--- src/rtl/acc_alu_pkg.sv ---
package acc_alu_pkg;
  localparam int unsigned OP_W = 4;

  typedef enum logic [OP_W-1:0] {
    OP_ADD = 4'd0,
    OP_SUB = 4'd1,
    OP_CMP = 4'd2,
    OP_AND = 4'd3,
    OP_OR  = 4'd4,
    OP_XOR = 4'd5,
    OP_BIT = 4'd6,
    OP_SHL = 4'd7,
    OP_SHR = 4'd8,
    OP_ROL = 4'd9,
    OP_ROR = 4'd10
  } alu_op_e;

  typedef enum logic [1:0] {
    BW_AND = 2'd0,
    BW_OR  = 2'd1,
    BW_XOR = 2'd2
  } bw_fn_e;
endpackage

--- src/rtl/acc_alu_addsub.sv ---
module acc_alu_addsub #(
  parameter int unsigned DW = 8
) (
  input  logic [DW-1:0] a_i,
  input  logic [DW-1:0] m_i,
  input  logic          cin_i,
  input  logic          sub_i,
  input  logic          dec_i,
  output logic [DW-1:0] sum_o,
  output logic          c_o,
  output logic          v_o,
  output logic          n_o,
  output logic          z_o
);
  localparam int unsigned NIB = DW / 4;
  localparam int unsigned SW  = DW + 2;
  localparam logic [DW-1:0] BCD_BIAS = {NIB{4'h6}};

  logic [DW-1:0] m_eff;
  logic [SW-1:0] bin_sum;
  logic [SW-1:0] probe;
  logic [DW-1:0] corr;
  logic [SW-1:0] fixed_sum;

  always_comb begin
    m_eff = sub_i ? ~m_i : m_i;
    if (sub_i && dec_i) begin
      m_eff = m_eff - BCD_BIAS;
    end
  end

  assign bin_sum = {2'b00, a_i} + {2'b00, m_eff} + {{(SW-1){1'b0}}, cin_i};
  assign probe   = (bin_sum + {2'b00, BCD_BIAS}) ^ {2'b00, a_i} ^ {2'b00, m_eff};

  for (genvar k = 0; k < NIB; k++) begin : g_nib_fix
    assign corr[4*k +: 4] = (dec_i && probe[4*k+4]) ? 4'h6 : 4'h0;
  end

  assign fixed_sum = bin_sum + {2'b00, corr};

  assign sum_o = fixed_sum[DW-1:0];
  assign c_o   = |fixed_sum[SW-1:DW];
  assign n_o   = bin_sum[DW-1];
  assign z_o   = (bin_sum[DW-1:0] == '0);
  assign v_o   = (bin_sum[DW-1] ^ a_i[DW-1]) & (bin_sum[DW-1] ^ m_eff[DW-1]);

  logic [DW:0] ref_add;
  logic [DW:0] ref_sub_rhs;
  logic        bcd_in_ok;
  logic        bcd_out_ok;

  always_comb begin
    ref_add     = {1'b0, a_i} + {1'b0, m_i} + {{DW{1'b0}}, cin_i};
    ref_sub_rhs = {1'b0, m_i} + {{DW{1'b0}}, ~cin_i};
    bcd_in_ok   = 1'b1;
    bcd_out_ok  = 1'b1;
    for (int k = 0; k < NIB; k++) begin
      if (a_i[4*k +: 4] > 4'd9 || m_i[4*k +: 4] > 4'd9) bcd_in_ok = 1'b0;
      if (sum_o[4*k +: 4] > 4'd9) bcd_out_ok = 1'b0;
    end
    if (!dec_i && !sub_i) begin
      AST_BIN_ADD_SUM: assert ({c_o, sum_o} == ref_add);
    end
    if (!dec_i && sub_i) begin
      AST_BIN_SUB_BORROW: assert (c_o == ({1'b0, a_i} >= ref_sub_rhs));
    end
    if (dec_i && !sub_i && bcd_in_ok) begin
      AST_BCD_ADD_DIGITS: assert (bcd_out_ok);
    end
  end
endmodule

--- src/rtl/acc_alu_bitwise.sv ---
module acc_alu_bitwise
  import acc_alu_pkg::*;
#(
  parameter int unsigned DW = 8
) (
  input  logic [DW-1:0] a_i,
  input  logic [DW-1:0] m_i,
  input  bw_fn_e        fn_i,
  output logic [DW-1:0] res_o
);
  always_comb begin
    unique case (fn_i)
      BW_OR:   res_o = a_i | m_i;
      BW_XOR:  res_o = a_i ^ m_i;
      default: res_o = a_i & m_i;
    endcase
  end
endmodule

--- src/rtl/acc_alu_shift.sv ---
module acc_alu_shift #(
  parameter int unsigned DW = 8
) (
  input  logic [DW-1:0] a_i,
  input  logic          cin_i,
  input  logic          right_i,
  input  logic          rotate_i,
  output logic [DW-1:0] res_o,
  output logic          cout_o
);
  logic fill;

  assign fill = rotate_i & cin_i;

  always_comb begin
    if (right_i) begin
      res_o  = {fill, a_i[DW-1:1]};
      cout_o = a_i[0];
    end else begin
      res_o  = {a_i[DW-2:0], fill};
      cout_o = a_i[DW-1];
    end
  end
endmodule

--- src/rtl/acc_alu.sv ---
module acc_alu
  import acc_alu_pkg::*;
#(
  parameter int unsigned DW = 8
) (
  input  logic [OP_W-1:0] op_sel,
  input  logic [DW-1:0]   reg_a,
  input  logic [DW-1:0]   opnd_m,
  input  logic            carry_in,
  input  logic            dec_mode,
  output logic [DW-1:0]   result,
  output logic            flag_n,
  output logic            flag_v,
  output logic            flag_z,
  output logic            flag_c,
  output logic            we_n,
  output logic            we_v,
  output logic            we_z,
  output logic            we_c
);
  alu_op_e op;
  assign op = alu_op_e'(op_sel);

  // adder controls: compare is a binary subtract with carry forced high
  logic as_sub, as_dec, as_cin;
  logic [DW-1:0] as_sum;
  logic as_c, as_v, as_n, as_z;

  assign as_sub = (op == OP_SUB) || (op == OP_CMP);
  assign as_dec = dec_mode && ((op == OP_ADD) || (op == OP_SUB));
  assign as_cin = (op == OP_CMP) ? 1'b1 : carry_in;

  acc_alu_addsub #(.DW(DW)) u_addsub (
    .a_i   (reg_a),
    .m_i   (opnd_m),
    .cin_i (as_cin),
    .sub_i (as_sub),
    .dec_i (as_dec),
    .sum_o (as_sum),
    .c_o   (as_c),
    .v_o   (as_v),
    .n_o   (as_n),
    .z_o   (as_z)
  );

  bw_fn_e bw_fn;
  logic [DW-1:0] bw_res;

  always_comb begin
    unique case (op)
      OP_OR:   bw_fn = BW_OR;
      OP_XOR:  bw_fn = BW_XOR;
      default: bw_fn = BW_AND;
    endcase
  end

  acc_alu_bitwise #(.DW(DW)) u_bitwise (
    .a_i   (reg_a),
    .m_i   (opnd_m),
    .fn_i  (bw_fn),
    .res_o (bw_res)
  );

  logic sh_right, sh_rot, sh_c;
  logic [DW-1:0] sh_res;

  assign sh_right = (op == OP_SHR) || (op == OP_ROR);
  assign sh_rot   = (op == OP_ROL) || (op == OP_ROR);

  acc_alu_shift #(.DW(DW)) u_shift (
    .a_i      (reg_a),
    .cin_i    (carry_in),
    .right_i  (sh_right),
    .rotate_i (sh_rot),
    .res_o    (sh_res),
    .cout_o   (sh_c)
  );

  logic [DW-1:0] res_nx;
  logic n_nx, v_nx, z_nx, c_nx;
  logic wn_nx, wv_nx, wz_nx, wc_nx;

  always_comb begin
    res_nx = '0;
    n_nx   = 1'b0;
    v_nx   = 1'b0;
    z_nx   = 1'b0;
    c_nx   = 1'b0;
    wn_nx  = 1'b0;
    wv_nx  = 1'b0;
    wz_nx  = 1'b0;
    wc_nx  = 1'b0;
    case (op)
      OP_ADD, OP_SUB: begin
        res_nx = as_sum;
        n_nx   = as_n;
        v_nx   = as_v;
        z_nx   = as_z;
        c_nx   = as_c;
        {wn_nx, wv_nx, wz_nx, wc_nx} = 4'b1111;
      end
      OP_CMP: begin
        res_nx = as_sum;
        n_nx   = as_n;
        z_nx   = as_z;
        c_nx   = as_c;
        {wn_nx, wz_nx, wc_nx} = 3'b111;
      end
      OP_AND, OP_OR, OP_XOR: begin
        res_nx = bw_res;
        n_nx   = bw_res[DW-1];
        z_nx   = (bw_res == '0);
        {wn_nx, wz_nx} = 2'b11;
      end
      OP_BIT: begin
        res_nx = bw_res;
        n_nx   = opnd_m[DW-1];
        v_nx   = opnd_m[DW-2];
        z_nx   = (bw_res == '0);
        {wn_nx, wv_nx, wz_nx} = 3'b111;
      end
      OP_SHL, OP_SHR, OP_ROL, OP_ROR: begin
        res_nx = sh_res;
        n_nx   = sh_res[DW-1];
        z_nx   = (sh_res == '0);
        c_nx   = sh_c;
        {wn_nx, wz_nx, wc_nx} = 3'b111;
      end
      default: begin
      end
    endcase
  end

  assign result = res_nx;
  assign flag_n = n_nx;
  assign flag_v = v_nx;
  assign flag_z = z_nx;
  assign flag_c = c_nx;
  assign we_n   = wn_nx;
  assign we_v   = wv_nx;
  assign we_z   = wz_nx;
  assign we_c   = wc_nx;

  always_comb begin
    if (op == OP_CMP) begin
      AST_CMP_UNSIGNED_GE: assert (flag_c == (reg_a >= opnd_m));
    end
    if ((op == OP_AND) || (op == OP_OR) || (op == OP_XOR)) begin
      AST_LOGIC_ZERO_FLAG: assert (flag_z == (result == '0));
    end
    if (op == OP_SHL) begin
      AST_SHL_EMPTY_LSB: assert (!result[0] && (flag_c == reg_a[DW-1]));
    end
    if (op == OP_ROR) begin
      AST_ROR_CARRY_MSB: assert ((result[DW-1] == carry_in) && (flag_c == reg_a[0]));
    end
    AST_IDLE_FLAG_LOW: assert ((we_v || !flag_v) && (we_c || !flag_c));
  end
endmodule

--- config.mk ---
export PLATFORM = sky130hd
export DESIGN_NAME = acc_alu
export DESIGN_NICKNAME = d
export VERILOG_FILES = /design/src/rtl/acc_alu_pkg.sv /design/src/rtl/acc_alu_addsub.sv /design/src/rtl/acc_alu_bitwise.sv /design/src/rtl/acc_alu_shift.sv /design/src/rtl/acc_alu.sv
export SDC_FILE = /design/constraint.sdc
export NUM_CORES = 1
export LEC_CHECK = 0
export BUFFER_PORTS_ARGS = -buffer_cell sky130_fd_sc_hd__buf_2
export CORE_MARGIN = 4
export CORE_UTILIZATION = 57
export DETAILED_ROUTE_END_ITERATION = 8
export GPL_TIMING_DRIVEN = 0
export PLACE_DENSITY = 0.81
export SLEW_MARGIN = 10
export SYNTH_ARGS = -nofsm -noshare
export SYNTH_HDL_FRONTEND = slang
export SYNTH_SLANG_ARGS = --single-unit
--- constraint.sdc ---
create_clock -name vclk -period 17.9
set_input_delay 3.58 -clock vclk [all_inputs]
set_output_delay 3.58 -clock vclk [all_outputs]
set_load 0.01 [all_outputs]
== Yosys cells after proc, flatten, opt, wreduce, memory -nomap -nowiden ==
Index checks and enable logic that the tools add are counted.

* Input port bits: 22
* Word-level logic and storage cells: 65
* Flip-flop bits (word level): 0

* Muxes and demuxes: 17
* Equal/unequal tests: 12
* Reduce and logical (&&, ||, !) cells: 21
* Bitwise operators: 10
* Add/subtract/negate cells: 5

{| class="wikitable"
|+ Operators by type and width
! operator !! number
|-
| $logic_not A8 Y1 || 3
|-
| $mux W8 || 3
|-
| $pmux W8 S3 || 1
|-
| $xor A9 B8 Y9 || 2
|-
| $eq A4 B3 Y1 const B || 4
|-
| $pmux W8 S2 || 1
|-
| $eq A4 B4 Y1 const B || 3
|-
| $reduce_or A11 Y1 || 1
|-
| $add A10 B7 Y10 || 1
|-
| $add A9 B1 Y10 || 1
|-
| $add A8 B8 Y9 || 1
|-
| $add A9 B7 Y9 const B || 1
|-
| $reduce_or A3 Y1 || 3
|-
| $and A8 B8 Y8 || 1
|-
| $eq A4 B2 Y1 const B || 2
|-
| $not A8 Y8 || 1
|-
| $or A8 B8 Y8 || 1
|-
| $reduce_or A4 Y1 || 2
|-
| $sub A8 B7 Y8 const B || 1
|-
| $xor A8 B8 Y8 || 1
|-
| $reduce_or A7 Y1 || 1
|-
| $mux W3 || 2
|-
| $mux W1 || 5
|-
| $eq A4 B1 Y1 const B || 1
|-
| other kinds (12) || 22
|}

== Longest topological paths before layout ==
* Word-level depth: 15
* Depth in mapped cells: 21
* Gate-level depth less buffers: 21

== Modules after synthesis ==
Synthesis repeated with hierarchy kept, for this count alone.

* Cell total of the unflattened synthesis: 326
* Area, all modules: 2312.2 µm²

{| class="wikitable"
|+ By module, submodules not included
! module !! area an instance (µm²) !! cells an instance !! times used !! seq. area each (µm²)
|-
| acc_alu_addsub || 1007.2 || 137 || 1 || 0.0
|-
| acc_alu || 684.4 || 105 || 1 || 0.0
|-
| acc_alu_bitwise || 481.7 || 70 || 1 || 0.0
|-
| acc_alu_shift || 138.9 || 14 || 1 || 0.0
|}

== Least setup slack after synthesis ==
OpenSTA, ideal clock, no wires.

* Path kind: input -> output
* Start point: input port op_sel[2]
* End point: output port flag_c
* Slack: 6179 ps
* Stages: 20
* Required time: 14320 ps
* Data arrival time: 8141 ps
* Cells stage by stage: clkbuf_1 nor3_1 xnor2_1 fa_1 fa_1 nand2b_1 a21oi_2 xor2_2 xnor2_1 xor2_1 xnor2_1 and2_1 ha_1 a21o_1 and3_1 nand4_1 a211oi_1 o31a_1 and4b_1 o32ai_2

* Longest elaborated chain between the ends: 15

{| class="wikitable"
|+ RTL lines
! element !! line !! source
|-
| start: declaration || acc_alu.sv:6 || <nowiki>input logic [OP_W-1:0] op_sel,</nowiki>
|-
| $eq A4 B1 Y1 (tied with other cells) || acc_alu.sv:29, acc_alu.sv:30, acc_alu.sv:93 ||
|-
| $logic_or A1 B1 Y1 (on tied branches) || acc_alu.sv:29, acc_alu.sv:30 ||
|-
| $mux W8 / $logic_and A1 B1 Y1 (equally long branches) || acc_alu_addsub.sv:26, acc_alu.sv:30 ||
|-
| $sub A8 B7 Y8 / $logic_and A1 B1 Y1 (equally long branches) || acc_alu_addsub.sv:28, acc_alu_addsub.sv:27 ||
|-
| $mux W8 || acc_alu_addsub.sv:27 || <nowiki>if (sub_i && dec_i) begin</nowiki>
|-
| $add A8 B8 Y9 || acc_alu_addsub.sv:32 || <nowiki>assign bin_sum = {2'b00, a_i} + {2'b00, m_eff} + {{(SW-1){1'b0}}, cin_i};</nowiki>
|-
| $add A9 B1 Y10 || acc_alu_addsub.sv:32 ||
|-
| $add A9 B7 Y9 || acc_alu_addsub.sv:33 || <nowiki>assign probe = (bin_sum + {2'b00, BCD_BIAS}) ^ {2'b00, a_i} ^ {2'b00, m_eff};</nowiki>
|-
| $xor A9 B8 Y9 (2 in series) || acc_alu_addsub.sv:33 ||
|-
| $logic_and A1 B1 Y1 || acc_alu_addsub.sv:36 || <nowiki>assign corr[4*k +: 4] = (dec_i && probe[4*k+4]) ? 4'h6 : 4'h0;</nowiki>
|-
| $mux W3 || acc_alu_addsub.sv:36 ||
|-
| $add A10 B7 Y10 || acc_alu_addsub.sv:39 || <nowiki>assign fixed_sum = bin_sum + {2'b00, corr};</nowiki>
|-
| $reduce_or A2 Y1 || acc_alu_addsub.sv:42 || <nowiki>assign c_o = |fixed_sum[SW-1:DW];</nowiki>
|-
| $pmux W1 S2 * || acc_alu.sv:93 || <nowiki>case (op)</nowiki>
|-
| end: declaration || acc_alu.sv:15 || <nowiki>output logic flag_c,</nowiki>
|}

Every way passes the cells marked *; elsewhere a longest branch is shown, timed or not.

== Final worst setup path ==
* Start point: input port op_sel[3]
* End point: output port flag_c

Same word-level chain as after synthesis.

==> out/metrics.yaml <==
relSlewSlack_pct: 33.23
fin_setup_tns_ns: 0
antenna_found_initial: 0
regArea_um2: 0
die_w_um: 67.32
dp_hpwl_um: 4757
drc: 0
seq_cells: 0
min_path_type: "in2out"
final_cell_mix: "buf_2 (39), nor2_1 (36), inv_1 (34)"
drt-wirelength-per-cell_um: 14.81
final_core_util_pct: 67.00
critPathCaptureType: "primary output"
synthToLayoutAreaGrowth_pct: 12.35
place_ws_ns: 5.387
irDropWorstVdd_v: 0.00002811
rows: 21
cts-hold-fix-buffers: 0
p_leak_nw: 1.063
dr.pass1.iters: 5
max_freq_ghz: 0.07941
dpl-instance-area_um2: 2253
yosys_warnings: 0
synth_cells: 305
place_congestion: 0.9750
wl_um: 5763
tightest_slew_ns: 0.9938
clkbuf_count: 0
syn_avg_cell_area_um2: 6.576
nets: 400
die_h_um: 67.32
design_area_um2: 2253
power.density_nw_per_um2: 42.30
post-route-period-util_pct: 70.35
place.detailed.instances: 389
critPathMaxFanout: 10
grt_usage_pct: 26.11
coreArea_um2: 3363
setup_slack_ns: 5.307
drive_gt1_share_pct: 14.29
grt_max_degree: 11
cp.arrival_ns: 9.01
drv_cap: 0
grt_overflow_total: 0
io_pins: 38
vias: 2337
outcome: "finished, final reports clean"
final_common_cell: "buf_2"
cp.required_ns: 14.32
cts_resized: 0
synth.cell_area_um2: 2006
ant_nets: 0
io_buffers: 38
setup_viol: 0
initial_core_util_pct: 59.64
holdWs_ns: 7.593
yosysSeqAreaShare_pct: 0
viasPerCell: 6.008
rsz0062_at_grt: "false"
die_area_um2: 4532
final-hold-violation-count: 0
grt_pass1_vias: 2107
finalPower_uw: 95.32
drt_iter0_drc: 226
min_period_ns: 12.59
cts_setup_buffers: 0
grt_pass1_wl_um: 9418
drv_slew: 0
ys_types: 55
crit_start: "op_sel[3]"
start_kind: "input pin"
diodes: 0
min_from: "opnd_m[6]"
fillers: 351
path_class: "in2out"
fin_cells: 389
syn_nets: 360
kinds of logic after synthesis:
kind of cell / after synthesis / share of synthesized area, %
simple gates: 114 / 28.57
compound gates: 85 / 29.13
buf+inv: 49 / 9.607
fa+ha+maj: 33 / 21.71
xor+xnor: 22 / 9.982
mux: 2 / 0.9982
worst max-delay path, cell delays in order:
cell	delay, ns
buf_2	0.10
clkbuf_1	0.20
nor3_1	0.85
xnor2_1	0.19
fa_1	0.48
fa_1	0.41
nand2b_1	0.19
a21oi_2	0.25
xor2_2	0.35
xnor2_1	0.18
xor2_1	0.20
xnor2_1	0.13
and2_1	0.18
ha_1	0.24
a21o_1	0.20
and3_1	0.23
nand4_1	0.10
a211oi_1	0.08
o31a_1	0.31
and4b_1	0.20
o32ai_2	0.19
buf_2	0.17
per-layer routing:
layer	vias to the layer above	GRT usage (%)	share of wire [%]
li1	1155	-	-
met1	1041	34.39	43
met2	123	46.38	46
met3	18	1.997	9.1
met4	0	5.063	2.1
met5	-	0	0
final cells by class:
class,count,area (um2),area share [%]
well taps,46,57.56,2.554
plain buffers,15,65.06,2.887
multi-input cells,256,1813,80.46
inverters,34,127.6,5.664
repair buffers,38,190.2,8.440
where the power goes:
group | switching, mW | internal [mW] | leakage, nW
Sequential | 0 | 0 | 0
Clock | 0 | 0 | 0
Combinational | 0.0580 | 0.0373 | 1.06
Total | 0.0580 | 0.0373 | 1.06
synthesized netlist by cell type (all sizes together), types with 2 or more instances:
cell type  count  area, um2
nor4b          3      32.53
nand2         27      101.4
o21a           2      15.01
nor3           3      15.01
or3            2      12.51
nor4           3      18.77
o221ai         5      43.79
nor2b          7      43.79
a22oi          8      60.06
a21o           3      22.52
buf            5      27.52
nand3         10      50.05
o31ai          3      22.52
xor2           7      68.82
xnor2         15      131.4
o21ai         16      80.07
nand4          3      18.77
and3           3      18.77
nand3b         3      22.52
mux2i          2      20.02
clkbuf        10      37.54
nor2          36      135.1
or4b           2      20.02
a31oi          3      18.77
a21oi         31      162.7
nand2b         5      31.28
inv           34      127.6
and2           2      12.51
ha            30      375.4
fa             3      60.06
final timing paths:
| path | to | slack (ns) | cells past startpoint |
|---|---|---|---|
| max | flag_c | 5.31 | 22 |
| min | flag_v | 7.59 | 4 |
(Power assumes the default switching activity.)
